### config.mk
export PLATFORM = sky130hd
export DESIGN_NAME = osplit_top
export DESIGN_NICKNAME = d
export VERILOG_FILES = /design/src/rtl/osplit_pkg.sv /design/src/rtl/osplit_ctrl.sv /design/src/rtl/osplit_cursor.sv /design/src/rtl/osplit_piece.sv /design/src/rtl/osplit_top.sv
export SDC_FILE = /design/constraint.sdc
export NUM_CORES = 1
export LEC_CHECK = 0
export ABC_CLOCK_PERIOD_IN_PS = 3250
export CAP_MARGIN = 10
export CELL_PAD_IN_SITES_DETAIL_PLACEMENT = 0
export CELL_PAD_IN_SITES_GLOBAL_PLACEMENT = 1
export CORE_MARGIN = 8
export CORE_UTILIZATION = 35
export CTS_CLUSTER_DIAMETER = 40
export CTS_CLUSTER_SIZE = 25
export DETAILED_ROUTE_END_ITERATION = 8
export GPL_TIMING_DRIVEN = 0
export PLACE_DENSITY_LB_ADDON = 0.1
export SYNTH_ARGS = -nofsm -noshare
export SYNTH_HDL_FRONTEND = slang
export SYNTH_HIERARCHICAL = 1
export SYNTH_SLANG_ARGS = --single-unit
### constraint.sdc
create_clock -name clk -period 3.25 [get_ports clk]
set_input_delay 0.4875 -clock clk [delete_from_list [all_inputs] [get_ports clk]]
set_output_delay 0.4875 -clock clk [all_outputs]
set_load 0.01 [all_outputs]
### src/rtl/osplit_pkg.sv
package osplit_pkg;

    typedef enum logic [1:0] {
        KIND_NONE = 2'b00,
        KIND_ADDR = 2'b01,
        KIND_DATA = 2'b10,
        KIND_BOTH = 2'b11
    } kind_e;

    typedef enum logic {
        ST_IDLE = 1'b0,
        ST_EMIT = 1'b1
    } state_e;

endpackage

### src/rtl/osplit_ctrl.sv
module osplit_ctrl
    import osplit_pkg::*;
(
    input  logic clk,
    input  logic rst_n,
    input  logic in_valid,
    input  logic in_zero,
    input  logic out_ready,
    input  logic at_end,
    output logic in_ready,
    output logic out_valid,
    output logic load,
    output logic advance
);

    state_e state_q, state_d;

    // state register
    always_ff @(posedge clk) begin
        if (!rst_n) state_q <= ST_IDLE;
        else        state_q <= state_d;
    end

    // next state: T_START, T_DROP, T_HOLD, T_STEP, T_DONE
    always_comb begin
        state_d = state_q;
        unique case (state_q)
            ST_IDLE: begin
                if (in_valid && !in_zero) state_d = ST_EMIT;   // T_START
            end
            ST_EMIT: begin
                if (out_ready && at_end) state_d = ST_IDLE;    // T_DONE
            end
            default: state_d = ST_IDLE;
        endcase
    end

    // outputs
    always_comb begin
        in_ready  = 1'b0;
        out_valid = 1'b0;
        load      = 1'b0;
        advance   = 1'b0;
        unique case (state_q)
            ST_IDLE: begin
                in_ready = 1'b1;
                load     = in_valid && !in_zero;
            end
            ST_EMIT: begin
                out_valid = 1'b1;
                advance   = out_ready && !at_end;              // T_STEP
            end
            default: ;
        endcase
    end

endmodule

### src/rtl/osplit_cursor.sv
module osplit_cursor #(
    parameter int ADDR_W     = 32,
    parameter int SIZE_W     = 12,
    parameter int PRE_W      = 8,
    parameter int THR_W      = 4,
    parameter int TXN_W      = 8,
    parameter int LINE_BYTES = 64,
    localparam int OFF_W     = $clog2(LINE_BYTES)
) (
    input  logic              clk,
    input  logic              rst_n,
    input  logic              load,
    input  logic              advance,
    input  logic [ADDR_W-1:0] in_addr,
    input  logic [SIZE_W-1:0] in_size,
    input  logic [1:0]        in_kind,
    input  logic [PRE_W-1:0]  in_pre_id,
    input  logic [THR_W-1:0]  in_thr_id,
    input  logic [TXN_W-1:0]  in_txn_id,
    output logic [ADDR_W-1:0] cur_line,
    output logic [ADDR_W-1:0] end_line,
    output logic [OFF_W-1:0]  start_off,
    output logic [OFF_W-1:0]  end_off,
    output logic              is_first,
    output logic [1:0]        kind,
    output logic [PRE_W-1:0]  pre_id,
    output logic [THR_W-1:0]  thr_id,
    output logic [TXN_W-1:0]  txn_id
);

    localparam logic [ADDR_W-1:0] LINE_STEP = ADDR_W'(LINE_BYTES);

    logic [ADDR_W-1:0] last_byte_addr;
    assign last_byte_addr = in_addr + ADDR_W'(in_size) - ADDR_W'(1);

    always_ff @(posedge clk) begin
        if (!rst_n) begin
            cur_line  <= '0;
            end_line  <= '0;
            start_off <= '0;
            end_off   <= '0;
            is_first  <= 1'b0;
            kind      <= '0;
            pre_id    <= '0;
            thr_id    <= '0;
            txn_id    <= '0;
        end else if (load) begin
            cur_line  <= {in_addr[ADDR_W-1:OFF_W], {OFF_W{1'b0}}};
            end_line  <= {last_byte_addr[ADDR_W-1:OFF_W], {OFF_W{1'b0}}};
            start_off <= in_addr[OFF_W-1:0];
            end_off   <= last_byte_addr[OFF_W-1:0];
            is_first  <= 1'b1;
            kind      <= in_kind;
            pre_id    <= in_pre_id;
            thr_id    <= in_thr_id;
            txn_id    <= in_txn_id;
        end else if (advance) begin
            cur_line  <= cur_line + LINE_STEP;
            is_first  <= 1'b0;
        end
    end

endmodule

### src/rtl/osplit_piece.sv
module osplit_piece #(
    parameter int ADDR_W     = 32,
    parameter int LINE_BYTES = 64,
    localparam int OFF_W     = $clog2(LINE_BYTES)
) (
    input  logic [ADDR_W-1:0] cur_line,
    input  logic [ADDR_W-1:0] end_line,
    input  logic [OFF_W-1:0]  start_off,
    input  logic [OFF_W-1:0]  end_off,
    input  logic              is_first,
    output logic [OFF_W-1:0]  first_byte,
    output logic [OFF_W-1:0]  last_byte,
    output logic              at_end
);

    localparam logic [OFF_W-1:0] TOP_OFF = OFF_W'(LINE_BYTES - 1);

    always_comb begin
        at_end     = (cur_line == end_line);
        first_byte = is_first ? start_off : '0;
        last_byte  = at_end ? end_off : TOP_OFF;
    end

endmodule

### src/rtl/osplit_top.sv
module osplit_top #(
    parameter int ADDR_W     = 32,
    parameter int SIZE_W     = 12,
    parameter int PRE_W      = 8,
    parameter int THR_W      = 4,
    parameter int TXN_W      = 8,
    parameter int LINE_BYTES = 64,
    localparam int OFF_W     = $clog2(LINE_BYTES)
) (
    input  logic              clk,
    input  logic              rst_n,
    input  logic              in_valid,
    output logic              in_ready,
    input  logic [ADDR_W-1:0] in_addr,
    input  logic [SIZE_W-1:0] in_size,
    input  logic [1:0]        in_kind,
    input  logic [PRE_W-1:0]  in_pre_id,
    input  logic [THR_W-1:0]  in_thr_id,
    input  logic [TXN_W-1:0]  in_txn_id,
    output logic              out_valid,
    input  logic              out_ready,
    output logic [ADDR_W-1:0] out_line_addr,
    output logic [OFF_W-1:0]  out_first_byte,
    output logic [OFF_W-1:0]  out_last_byte,
    output logic              out_last,
    output logic [1:0]        out_kind,
    output logic [PRE_W-1:0]  out_pre_id,
    output logic [THR_W-1:0]  out_thr_id,
    output logic [TXN_W-1:0]  out_txn_id
);

    logic              load, advance, at_end, is_first, in_zero;
    logic [ADDR_W-1:0] cur_line, end_line;
    logic [OFF_W-1:0]  start_off, end_off;

    assign in_zero = (in_size == '0);

    osplit_ctrl u_ctrl (
        .clk       (clk),
        .rst_n     (rst_n),
        .in_valid  (in_valid),
        .in_zero   (in_zero),
        .out_ready (out_ready),
        .at_end    (at_end),
        .in_ready  (in_ready),
        .out_valid (out_valid),
        .load      (load),
        .advance   (advance)
    );

    osplit_cursor #(
        .ADDR_W(ADDR_W), .SIZE_W(SIZE_W), .PRE_W(PRE_W),
        .THR_W(THR_W), .TXN_W(TXN_W), .LINE_BYTES(LINE_BYTES)
    ) u_cursor (
        .clk       (clk),
        .rst_n     (rst_n),
        .load      (load),
        .advance   (advance),
        .in_addr   (in_addr),
        .in_size   (in_size),
        .in_kind   (in_kind),
        .in_pre_id (in_pre_id),
        .in_thr_id (in_thr_id),
        .in_txn_id (in_txn_id),
        .cur_line  (cur_line),
        .end_line  (end_line),
        .start_off (start_off),
        .end_off   (end_off),
        .is_first  (is_first),
        .kind      (out_kind),
        .pre_id    (out_pre_id),
        .thr_id    (out_thr_id),
        .txn_id    (out_txn_id)
    );

    osplit_piece #(
        .ADDR_W(ADDR_W), .LINE_BYTES(LINE_BYTES)
    ) u_piece (
        .cur_line   (cur_line),
        .end_line   (end_line),
        .start_off  (start_off),
        .end_off    (end_off),
        .is_first   (is_first),
        .first_byte (out_first_byte),
        .last_byte  (out_last_byte),
        .at_end     (at_end)
    );

    assign out_line_addr = cur_line;
    assign out_last      = at_end;

endmodule

**Yosys cells after proc, flatten, opt, wreduce, memory -nomap -nowiden**

Cells that the tools add are included.

- Logic and storage cells: 38
- Output and inout bits: 69
- Register bits: 94

- Muxes and demuxes: 13
- $add $sub $neg: 3
- Reductions and logical operators: 8
- Bitwise logic cells: 2
- Equal/unequal tests: 1

Operators by type and width:

| operator | count |
|---|---|
| 32-bit two-way mux | 2 |
| 32-bit by 12-bit adder with 32-bit output | 1 |
| 32-bit by 7-bit adder with 32-bit output, second input constant | 1 |
| 32-bit equality test | 1 |
| 32-bit by 1-bit subtractor with 32-bit output, second input constant | 1 |
| 12-bit zero test | 1 |
| 6-bit two-way mux | 2 |
| 1-bit two-way mux | 8 |
| 1-bit logical AND | 3 |
| 1-bit zero test | 2 |
| 1-bit inverter | 2 |
| 1-bit one-hot mux with 2 select lines | 1 |
| 2-bit nonzero test | 1 |
| 2-bit OR reduction | 1 |

**Longest topological paths before layout**

- Word-level depth: 6
- Gate-level depth with buffers: 12
- Gate-level depth less buffers: 12

**Hierarchy**

Netlist, hierarchy kept.

Modules (own cells, without submodules):

| module | area an instance (µm²) | cells each | times used | sequential area each (µm²) |
|---|---|---|---|---|
| osplit_cursor | 5519.0 | 703 | 1 | 1741.7 |
| osplit_piece | 444.2 | 55 | 1 | 0.0 |
| osplit_ctrl | 58.8 | 7 | 1 | 20.0 |
| osplit_top | 25.0 | 4 | 1 | 0.0 |

**Worst setup path before layout**

Ideal clock, no wire load.

- Path kind: input -> register
- From: input port in_addr[1]
- To: register u_cursor.end_line[31]
- Path slack: 431 ps
- Path buffers: 0
- Arrival: 2755 ps
- Stages on the path: 11
- Data required time: 3186 ps
- Cell sequence: inv_1 -> ha_1 -> inv_1 -> ha_1 -> fa_1 -> a211oi_1 -> o21a_1 -> a2111o_1 -> nand2_1 -> or4_1 -> nand4_1

- Cells in the longest elaborated chain, start to end: 2

RTL lines:

| element | line | text |
|---|---|---|
| start, declared | osplit_top.sv:14 | `input logic [ADDR_W-1:0] in_addr,` |
| 32-bit by 12-bit adder with 32-bit output | osplit_cursor.sv:34 | `assign last_byte_addr = in_addr + ADDR_W'(in_size) - ADDR_W'(1);` |
| 32-bit by 1-bit subtractor with 32-bit output | osplit_cursor.sv:34 |  |
| end signal, assigned | osplit_cursor.sv:49 | `end_line <= {last_byte_addr[ADDR_W-1:OFF_W], {OFF_W{1'b0}}};` |
| end, declared | osplit_cursor.sv:21 | `output logic [ADDR_W-1:0] end_line,` |

Every way passes these cells.
A chain may end at the register's enable or synchronous reset.

**Final worst setup path**

- From: input port in_addr[1]
- To: register u_cursor.end_line[27]

The elaborated chain is that of the path after synthesis.

==> qor.csv <==
metric;value;unit
CP max FO;3;
maximum operating frequency;319;MHz
die span in x;147;um
CTS sink cnt;88;
crit end category;register;
Total GRT Usage;0.181;
fin. max-slew vios;0;
H-tree depth;3;
core area;17100;um^2
critical path class;input port to register;
largest area contributor in the netlist;dfxtp_1;
post-route setup slack;0.114;ns
pre-CTS setup slack;-0.479;ns
Placer Congestion;0.866;
first-pass GRT wire length;31000;um
CP arrival;3.36;ns
PD cells;426;nW/um^2
Area Growth Syn to Fin;33.6;%
n_diodes;0;
Synthesis Warnings;6;
worst vdd ir;0.273;mV
Max-Cap Viols;0;
share of cells above drive strength 1;0.0496;
Routed Antenna Nets;0;
drt total wl;19900;um
die area;21700;um^2
Initial Util;0.353;
Cell variety after synth;56;
fin crit period;3.14;ns
WL/cell;17.3;um
vias in the first global route;5747;
most common cell in the netlist;dfxtp_1;
Synth Register Bits;88;
P_leak;3.32;nW
status;finished clean;
Synth top area share;0.291;
Least-Margin Pin Slew;0.777;ns
clk_skew;0.00780;ns
RSZ-0062 raised after global routing;yes;
endpoints failing setup;0;
post-detail-place hpwl;16400;um
post-route cell area;8080;um^2
Final Hold Viols;0;
clk_lat worst skew;0.35;ns
hold_buf cts;0;
Hold Path Class;register to register;
io pins;139;
DRT Pass-1 Iters;5;
DRC Markers;0;
Startpoint Class;input port;
Multi-input gate area;3880;um^2
die height;147;um
Final #Nets;1038;
synthesized area;6050;um^2
initial antenna violation count;0;
largest net degree at the start of global routing;14;
total grt overflow;0;
FF+latch area;1760;um^2
vias per cell;5.02;
clock root buffer;clkbuf_16;
IO Port Bufs;132;
Seq/Total Area, Yosys;0.291;
syn_area_per_cell;7.86;um^2
Area contributors post-synth;dfxtp_1 29%, ha_1 8.9%, xnor2_1 8.7%, mux2i_1 6.1%, nor2_1 5.1%;
worst-case clock buffer depth;2;
async set-reset flop share out of synthesis;0;
clock transition at the registers of the reported paths;0.06;ns
fillers;1732;
EDFF count, synth;0;
CP required;3.47;ns
clock buffer count from CTS;9;
number of core rows;48;
internal reg-to-reg setup slack;0.43;ns
top_reg_cell synth;dfxtp_1;
total number of vias;5783;
Max-slew headroom;0.482;
period utilization;0.965;
DRT iter0 DRCs;271;
CTS tree;built;
Post-synth top cells;88 x dfxtp_1, 82 x nor2_1, 77 x inv_1, 62 x nand2_1, 60 x xnor2_1;
DP Area;7690;um^2
Mapped Cells;769;
-- final timing paths --
path	from	cells past startpoint	endpoint
setup / recovery	in_addr[1]	13	u_cursor/end_line[27]
hold / removal	u_cursor/end_line[22]	2	u_cursor/end_line[22]
setup reg to reg	u_cursor/cur_line[29]	11	u_cursor/cur_line[19]
hold reg to reg	u_cursor/end_line[22]	2	u_cursor/end_line[22]
-- critical path, cell delays in order --
cell             delay [ns]
clkdlybuf4s50_1        0.49
inv_1                  0.05
ha_1                   0.27
inv_1                  0.04
ha_1                   0.22
fa_2                   0.38
a211oi_2               0.23
o21a_2                 0.18
a2111o_1               0.31
a41oi_4                0.18
a21oi_1                0.22
xor2_1                 0.22
o21ai_1                0.08
-- final cells by class --
type / count / share of cell area
multi-input cells: 567 / 0.480
clock buffers: 12 / 0.0330
repair buffers: 133 / 0.164
clock inverters: 3 / 0.00496
flip-flops and latches: 88 / 0.218
inverters: 78 / 0.0362
plain buffers: 47 / 0.0280
well taps: 225 / 0.0349
-- power by group --
group          switching, W  internal, W  leakage, nW  total [W]
registers         0.0000959      0.00118        0.726    0.00128
logic              0.000590     0.000509         2.44    0.00110
clock network      0.000417     0.000652        0.154    0.00107
total               0.00110      0.00234         3.32    0.00344
-- state kept, by name, indices dropped and copies added (netlist names) --
| name | flops |
|---|---|
| u_cursor/end_line | 26 |
| u_cursor/start_off | 6 |
| u_cursor/is_first | 1 |
| u_cursor/kind | 2 |
| u_ctrl/state_q | 1 |
| u_cursor/txn_id | 8 |
| u_cursor/cur_line | 26 |
| u_cursor/thr_id | 4 |
| u_cursor/end_off | 6 |
| u_cursor/pre_id | 8 |
-- metrics by stage --
stage	TNS (ns)	util	hold slack, ns	std cells	power [W]
finish	0	0.472	0.460	1153	0.00344
global route	-0.0121	0.472	0.484	1153	0.00364
CTS	0	0.469	0.465	1153	0.00346
detailed placement	-4.63	0.449	0.457	1137	0.00237
global placement	-4.26	0.449	0.451	1137	0.00235
floorplan	0	-	0.438	780	0.00195
-- placed cells by master (no fill, tap or decap), drive strengths merged, types with 18 or more instances in the layout --
cell type | Yosys | final
nand4 | 24 | 24
xor2 | 24 | 24
a211oi | 21 | 21
clkbuf | 30 | 42
mux2i | 37 | 37
o21ai | 43 | 43
nand2 | 62 | 62
inv | 77 | 77
xnor2 | 60 | 60
buf | 17 | 18
dfxtp | 88 | 88
ha | 43 | 43
nor2 | 82 | 82
a21oi | 44 | 44
clkdlybuf4s50 | 0 | 132
-- what timing repair did --
item | CTS | global route
setup buffers | 1 | 0
pin swaps | 4 | 3
resized for setup | 4 | 10
setup endpoints to repair | 7 | 13
-- routing by layer --
layer,up-vias,track usage,part of all wire
met2,160,0.303,0.47
met5,-,0,0
met1,2676,0.228,0.46
met3,24,0.0376,0.053
met4,0,0.0556,0.023
li1,2923,-,-
-- logic make-up (layout without fill, tap and decap cells) --
logic type / count (synthesis) / after routing / synth area share
AOI/OAI and AO/OA: 155 / 155 / 0.162
xor gates and xnor gates: 84 / 84 / 0.122
adders and majority gates: 44 / 44 / 0.0923
buffers and inverters: 125 / 273 / 0.0857
DFF: 88 / 88 / 0.291
muxes: 37 / 37 / 0.0612
other: 1 / 12 / 0.000620
and+or+nand+nor: 235 / 235 / 0.185
(Power assumes the default switching activity.)
